==> src/rtl/ltm_pkg.sv <==
package ltm_pkg;
  localparam int AW = 3;
  localparam logic [AW-1:0] A_CTRL = 3'd0;
  localparam logic [AW-1:0] A_UNLK = 3'd1;
  localparam logic [AW-1:0] A_CAP  = 3'd2;
  localparam logic [AW-1:0] A_CTL2 = 3'd3;
  localparam logic [AW-1:0] A_STAT = 3'd4;

  typedef enum logic [2:0] {
    S_IDLE,
    S_TRAIN,
    S_SETTLE,
    S_UP,
    S_FAIL
  } seq_state_e;
endpackage

==> src/rtl/ltm_status.sv <==
module ltm_status #(
  parameter int STATE_W = 6,
  parameter int CODE_W  = 5,
  parameter int UP_CODE = 'h11,
  parameter int SPD_W   = 4,
  parameter int WID_W   = 4
) (
  input  logic [STATE_W-1:0] state_i,
  input  logic [SPD_W-1:0]   speed_i,
  input  logic [WID_W-1:0]   width_i,
  output logic               link_up_o,
  output logic [31:0]        status_o
);
  localparam logic [CODE_W-1:0] UP = CODE_W'(UP_CODE);

  assign link_up_o = (state_i[CODE_W-1:0] == UP);

  always_comb begin
    status_o = '0;
    status_o[STATE_W-1:0] = state_i;
    status_o[16 +: SPD_W] = speed_i;
    status_o[20 +: WID_W] = width_i;
  end
endmodule

==> src/rtl/ltm_seq.sv <==
module ltm_seq
  import ltm_pkg::*;
#(
  parameter int TIMEOUT_MS = 100,
  parameter int SETTLE_CYC = 10000
) (
  input  logic clk_i,
  input  logic rst_ni,
  input  logic start_i,
  input  logic stop_i,
  input  logic link_up_i,
  input  logic tick_i,
  output logic set_done_o,
  output logic set_to_o,
  output logic ready_o
);
  localparam int MSW = $clog2(TIMEOUT_MS + 1);
  localparam int STW = $clog2(SETTLE_CYC + 1);
  localparam logic [MSW-1:0] MS_LAST = MSW'(TIMEOUT_MS - 1);
  localparam logic [STW-1:0] ST_LAST = STW'(SETTLE_CYC - 1);

  seq_state_e st_q, st_d;
  logic [MSW-1:0] ms_q;
  logic [STW-1:0] sc_q;

  always_comb begin
    st_d       = st_q;
    set_done_o = 1'b0;
    set_to_o   = 1'b0;
    if (stop_i) begin
      st_d = S_IDLE;
    end else if (start_i) begin
      if (link_up_i) begin
        st_d       = S_UP;
        set_done_o = 1'b1;
      end else begin
        st_d = S_TRAIN;
      end
    end else begin
      case (st_q)
        S_TRAIN: begin
          if (link_up_i) begin
            st_d       = S_SETTLE;
            set_done_o = 1'b1;
          end else if (tick_i && ms_q == MS_LAST) begin
            st_d     = S_FAIL;
            set_to_o = 1'b1;
          end
        end
        S_SETTLE: if (sc_q == ST_LAST) st_d = S_UP;
        default: ;
      endcase
    end
  end

  always_ff @(posedge clk_i or negedge rst_ni) begin
    if (!rst_ni) begin
      st_q <= S_IDLE;
      ms_q <= '0;
      sc_q <= '0;
    end else begin
      st_q <= st_d;
      if (start_i) ms_q <= '0;
      else if (st_q == S_TRAIN && tick_i) ms_q <= ms_q + 1'b1;
      if (st_q == S_SETTLE) sc_q <= sc_q + 1'b1;
      else sc_q <= '0;
    end
  end

  assign ready_o = (st_q == S_UP);
endmodule

==> src/rtl/ltm_regs.sv <==
module ltm_regs
  import ltm_pkg::*;
#(
  parameter int SPD_W   = 4,
  parameter int DEF_SPD = 2,
  parameter int MAX_GEN = 3
) (
  input  logic             clk_i,
  input  logic             rst_ni,
  input  logic             we_i,
  input  logic [AW-1:0]    addr_i,
  input  logic [31:0]      wdata_i,
  input  logic             set_done_i,
  input  logic             set_to_i,
  input  logic             ready_i,
  input  logic [31:0]      status_i,
  output logic [31:0]      rdata_o,
  output logic             en_o,
  output logic             start_o,
  output logic             stop_o,
  output logic [SPD_W-1:0] tgt_spd_o,
  output logic             flag_o
);
  logic en_q, done_q, to_q, unlk_q;
  logic [SPD_W-1:0] cap_q, ctl2_q;
  logic ctrl_wr, cap_ok;
  logic [SPD_W-1:0] spd_w;

  assign ctrl_wr = we_i && addr_i == A_CTRL;
  assign start_o = ctrl_wr && wdata_i[0] && !en_q;
  assign stop_o  = ctrl_wr && !wdata_i[0] && en_q;
  assign spd_w   = wdata_i[SPD_W-1:0];
  assign cap_ok  = we_i && addr_i == A_CAP && unlk_q &&
                   spd_w >= SPD_W'(1) && spd_w <= SPD_W'(MAX_GEN);

  always_ff @(posedge clk_i or negedge rst_ni) begin
    if (!rst_ni) begin
      en_q   <= 1'b0;
      done_q <= 1'b0;
      to_q   <= 1'b0;
      unlk_q <= 1'b0;
      cap_q  <= SPD_W'(DEF_SPD);
      ctl2_q <= SPD_W'(DEF_SPD);
    end else begin
      if (ctrl_wr) en_q <= wdata_i[0];
      done_q <= set_done_i | (done_q & ~(ctrl_wr & wdata_i[1]));
      to_q   <= set_to_i   | (to_q   & ~(ctrl_wr & wdata_i[2]));
      if (we_i && addr_i == A_UNLK) unlk_q <= wdata_i[0];
      if (cap_ok) begin
        cap_q  <= spd_w;
        ctl2_q <= spd_w;
      end
    end
  end

  always_comb begin
    rdata_o = '0;
    case (addr_i)
      A_CTRL: rdata_o[3:0] = {ready_i, to_q, done_q, en_q};
      A_UNLK: rdata_o[0] = unlk_q;
      A_CAP:  rdata_o[SPD_W-1:0] = cap_q;
      A_CTL2: rdata_o[SPD_W-1:0] = ctl2_q;
      A_STAT: rdata_o = status_i;
      default: ;
    endcase
  end

  assign en_o      = en_q;
  assign tgt_spd_o = cap_q;
  assign flag_o    = done_q | to_q;
endmodule

==> src/rtl/lnk_train_mon.sv <==
module lnk_train_mon #(
  parameter int STATE_W    = 6,
  parameter int CODE_W     = 5,
  parameter int UP_CODE    = 'h11,
  parameter int SPD_W      = 4,
  parameter int WID_W      = 4,
  parameter int DEF_SPD    = 2,
  parameter int MAX_GEN    = 3,
  parameter int TIMEOUT_MS = 100,
  parameter int CLK_PER_US = 100,
  parameter int SETTLE_US  = 100
) (
  input  logic               clk_i,
  input  logic               rst_ni,
  input  logic               reg_we_i,
  input  logic [2:0]         reg_addr_i,
  input  logic [31:0]        reg_wdata_i,
  output logic [31:0]        reg_rdata_o,
  input  logic [STATE_W-1:0] ltssm_i,
  input  logic [SPD_W-1:0]   link_speed_i,
  input  logic [WID_W-1:0]   link_width_i,
  input  logic               tick_ms_i,
  output logic               train_en_o,
  output logic [SPD_W-1:0]   tgt_speed_o,
  output logic               link_up_o,
  output logic               ready_o,
  output logic               irq_o
);
  localparam int SETTLE_CYC = CLK_PER_US * SETTLE_US;

  logic start, stop, set_done, set_to, rdy;
  logic [31:0] status;

  ltm_status #(
    .STATE_W(STATE_W), .CODE_W(CODE_W), .UP_CODE(UP_CODE),
    .SPD_W(SPD_W), .WID_W(WID_W)
  ) u_status (
    .state_i  (ltssm_i),
    .speed_i  (link_speed_i),
    .width_i  (link_width_i),
    .link_up_o(link_up_o),
    .status_o (status)
  );

  ltm_seq #(
    .TIMEOUT_MS(TIMEOUT_MS), .SETTLE_CYC(SETTLE_CYC)
  ) u_seq (
    .clk_i     (clk_i),
    .rst_ni    (rst_ni),
    .start_i   (start),
    .stop_i    (stop),
    .link_up_i (link_up_o),
    .tick_i    (tick_ms_i),
    .set_done_o(set_done),
    .set_to_o  (set_to),
    .ready_o   (rdy)
  );

  ltm_regs #(
    .SPD_W(SPD_W), .DEF_SPD(DEF_SPD), .MAX_GEN(MAX_GEN)
  ) u_regs (
    .clk_i     (clk_i),
    .rst_ni    (rst_ni),
    .we_i      (reg_we_i),
    .addr_i    (reg_addr_i),
    .wdata_i   (reg_wdata_i),
    .set_done_i(set_done),
    .set_to_i  (set_to),
    .ready_i   (rdy),
    .status_i  (status),
    .rdata_o   (reg_rdata_o),
    .en_o      (train_en_o),
    .start_o   (start),
    .stop_o    (stop),
    .tgt_spd_o (tgt_speed_o),
    .flag_o    (irq_o)
  );

  assign ready_o = rdy;
endmodule

==> config.mk <==
export PLATFORM = sky130hd
export DESIGN_NAME = lnk_train_mon
export DESIGN_NICKNAME = d
export VERILOG_FILES = /design/src/rtl/ltm_pkg.sv /design/src/rtl/ltm_status.sv /design/src/rtl/ltm_seq.sv /design/src/rtl/ltm_regs.sv /design/src/rtl/lnk_train_mon.sv
export SDC_FILE = /design/constraint.sdc
export NUM_CORES = 1
export LEC_CHECK = 0
export BUFFER_PORTS_ARGS = -buffer_cell sky130_fd_sc_hd__buf_2
export CORE_UTILIZATION = 47
export DETAILED_ROUTE_END_ITERATION = 10
export PLACE_DENSITY = 0.79
export SYNTH_ARGS = -nofsm -noshare
export SYNTH_HDL_FRONTEND = slang
export SYNTH_SLANG_ARGS = --single-unit
==> constraint.sdc <==
create_clock -name clk_i -period 2.1 [get_ports clk_i]
set_input_delay 0.21 -clock clk_i [delete_from_list [all_inputs] [get_ports clk_i]]
set_output_delay 0.21 -clock clk_i [all_outputs]
set_load 0.01 [all_outputs]
==> results.txt <==
Critical Path Fanout Max: 5
setup TNS: 0 ns
slowest CP cell: dfrtp_1
final non-filler cell total: 304
outcome: finished clean
nets@finish: 308
Max Cap Viol: 0
hold wc startpoint: reg_wdata_i[1]
DRT iter0 DRCs: 41
R2R Setup Slk: 0.32 ns
Remaining DRCs: 0
synth unique cells: 49
DP Cell Count: 295
Post-synth ARST share: 100%
clock sinks: 32
latest clock arrival within the worst-skew pair: 0.29 ns
height of the die: 66.8 um
antenna violations before repair: 0
area of the multi-input gates: 1030 um^2
CP Capture Type: output port
I/O pin cnt: 93
Total Die Area: 4460 um^2
hold buffers post-CTS: 1
Worst Hold Class: input port to flop
worst slew pin tran: 0.698 ns
first-pass GRT wire length: 6240 um
top_reg_cell synth: dfrtp_1
Hold Crit Endpoint: u_regs.tgt_spd_o[1]
largest area contributor in the netlist: dfrtp_1
mapped cell area: 1970 um^2
Final Hold Vio Count: 0
fill cell count: 378
Root Driver: clkbuf_8
largest net degree at the start of global routing: 33
area of the core: 4030 um^2
fin worst setup slack: 0.229 ns
starting density of the core: 49.0%
final max-slew violation count: 0
number of H-tree levels: 2
WS Path Type: flop to output port
Final min period: 1.87 ns
Critical Path AT: 1.66 ns
Register-to-Register Path Depth: 4
share of layout cells above drive strength 1: 27.6%
DRT Pass-1 Iters: 4
postcts setup bufs: 0
CP bufs+invs: 2
number of setup violations in the final report: 0
Worst VDD drop: 0.000369 V
sequential area share after synthesis: 40.6%
via count: 1587
clk slew on worst S/H paths: 0.06 ns
Yosys reg bits: 32
number of synthesized flops with an enable pin: 0
worst hold path depth: 2
post-synth top area share: 39.3%
Syn Area/Cell: 9.77 um^2
Area contributors post-synth: dfrtp_1 39%, buf_4 6.8%, xor2_1 6.2%
Final HPWL DP: 2930 um
Static Leak: 1.14 nW
unrepaired setup endpoints after global routing: no
vias in the first global route: 1455
CTS max path bufs: 2
Antenna Violating Nets Remaining: 0
pwr dens: 654 nW/um^2
FP Rows: 23
DR vias/cell: 5.22
YS warnings: 0
Final Wtd Congestion: 0.813
Synth Instances: 202
worst relative slew slack: 53.4%
CP Launch Type: flop
TritonCTS clock tree: done
Port Buffers: 46
R2R Path End: u_seq.st_q[2]
Critical Path Max Stage Delay: 0.40 ns
clock buffer count from CTS: 5
FF/Latch Area: 802 um^2
Area growth, synth to finish: 15.6%
Critical Path RT: 1.89 ns
clk_skew: 0.0115 ns
Reg-to-Reg Start: u_seq.ms_q[2]
crit-path cells: inv_1 > nor3b_1 > mux2i_1 > o31ai_1 > buf_2
number of diodes: 0
Total Routing Usage GR: 19.1%
FMAX: 534 MHz
Tcrit/Tclk final: 89.1%
DIE WIDTH: 66.8 um
post-DR wirelength/cell: 12.9 um
remaining global-route overflow: 0
Resized Gates After CTS: 0
pre-CTS setup slack: 0.336 ns
Top delay family on crit path: flip-flops
Routed WL: 3910 um
==> per-layer routing <==
metal,vias up,share of wire [%],global-route usage [%]
li1,767,-,-
met1,749,41,20.2
met2,69,51,33.7
met3,2,7.0,6.16
met4,0,0.46,9.31
met5,-,0,0
==> synth_stat cells (3+ instances only) <==
cell type,instances
dfrtp_1,31
nor2_1,22
buf_4,18
nand2_1,14
xor2_1,14
and2_1,13
nand4_1,6
clkbuf_1,5
mux2i_1,5
and3_1,4
and4_1,4
xnor2_1,4
buf_6,3
inv_1,3
mux2_2,3
nand3_1,3
nor3_1,3
nor3b_1,3
nor4bb_1,3
o31ai_1,3
==> placed cells by master (no fill, tap or decap), drive strengths merged, types with 3 or more instances in the layout <==
cell type and n:
nand2 14, nor3b 3, nor4bb 3, nor3 3, mux2 5, xor2 14
clkbuf 7, o31ai 3, nand4 6, and2 15, xnor2 4, dfrtp 31
inv 3, nor4b 3, nor2 22, and4 4, buf 53, conb 18
and3 4, mux2i 5, nand3 3, o21ai 3
==> worst max path at each step <==
stage / slack (ns) / start / to / cells after the start
6_report: 0.23 / u_seq.st_q[0] / reg_rdata_o[3] / 5
5_1_grt: 0.13 / u_seq.st_q[0] / reg_rdata_o[3] / 5
4_1_cts: 0.22 / u_seq.st_q[0] / reg_rdata_o[3] / 5
3_5_place_dp: 0.34 / u_seq.ms_q[2] / u_seq.st_q[2] / 4
3_3_place_gp: 0.36 / u_seq.ms_q[2] / u_seq.st_q[1] / 4
2_1_floorplan: 0.31 / ltssm_i[3] / u_seq.st_q[1] / 3
==> state kept, by name, indices dropped and copies added, names as in the netlist <==
name / count
u_seq.sc_q: 14
u_regs.done_q: 1
u_regs.en_o: 1
u_regs.tgt_spd_o: 4
u_seq.st_q: 3
u_regs.to_q: 1
u_seq.ms_q: 7
u_regs.unlk_q: 1
==> per-stage QoR <==
| stage | utilization (%) | hold WS [ns] | instance area [um^2] | total power (W) |
|---|---|---|---|---|
| after floorplan | - | -0.0856 | 2040 | 0.000979 |
| after global placement | 54.3 | 0.290 | 2190 | 0.00105 |
| after detailed placement | 54.3 | 0.296 | 2190 | 0.00106 |
| after CTS | 56.6 | 0.208 | 2280 | 0.00151 |
| after global routing | 56.6 | 0.208 | 2280 | 0.00159 |
| final | 56.6 | 0.218 | 2280 | 0.00149 |
==> power breakdown <==
part	internal, W	switching (W)
logic	0.000145	0.000150
registers	0.000684	0.0000689
clock network	0.000232	0.000211
total	0.00106	0.000430
==> final cells by class <==
| type | count | share of cell area [%] |
|---|---|---|
| Sequential cell | 32 | 35.2 |
| Tap cell | 50 | 2.74 |
| Inverter | 3 | 0.494 |
| Clock buffer | 7 | 3.35 |
| Timing Repair Buffer | 54 | 12.8 |
| Multi-Input combinational cell | 157 | 45.2 |
| Clock inverter | 1 | 0.219 |
==> logic make-up (layout without fill, tap and decap cells) <==
logic type      after synthesis  in the layout  synth area share [%]
flops                        32             32                  40.6
other cells                   1             18                 0.190
xor+xnor                     18             18                  7.99
fa+ha+maj                     2              2                  1.27
simple gates                 89             89                  26.5
mux                          10             10                  5.77
compound gates               20             20                  7.29
buf+inv                      30             65                  10.3
Note: power is estimated with default switching activity, not from simulation.
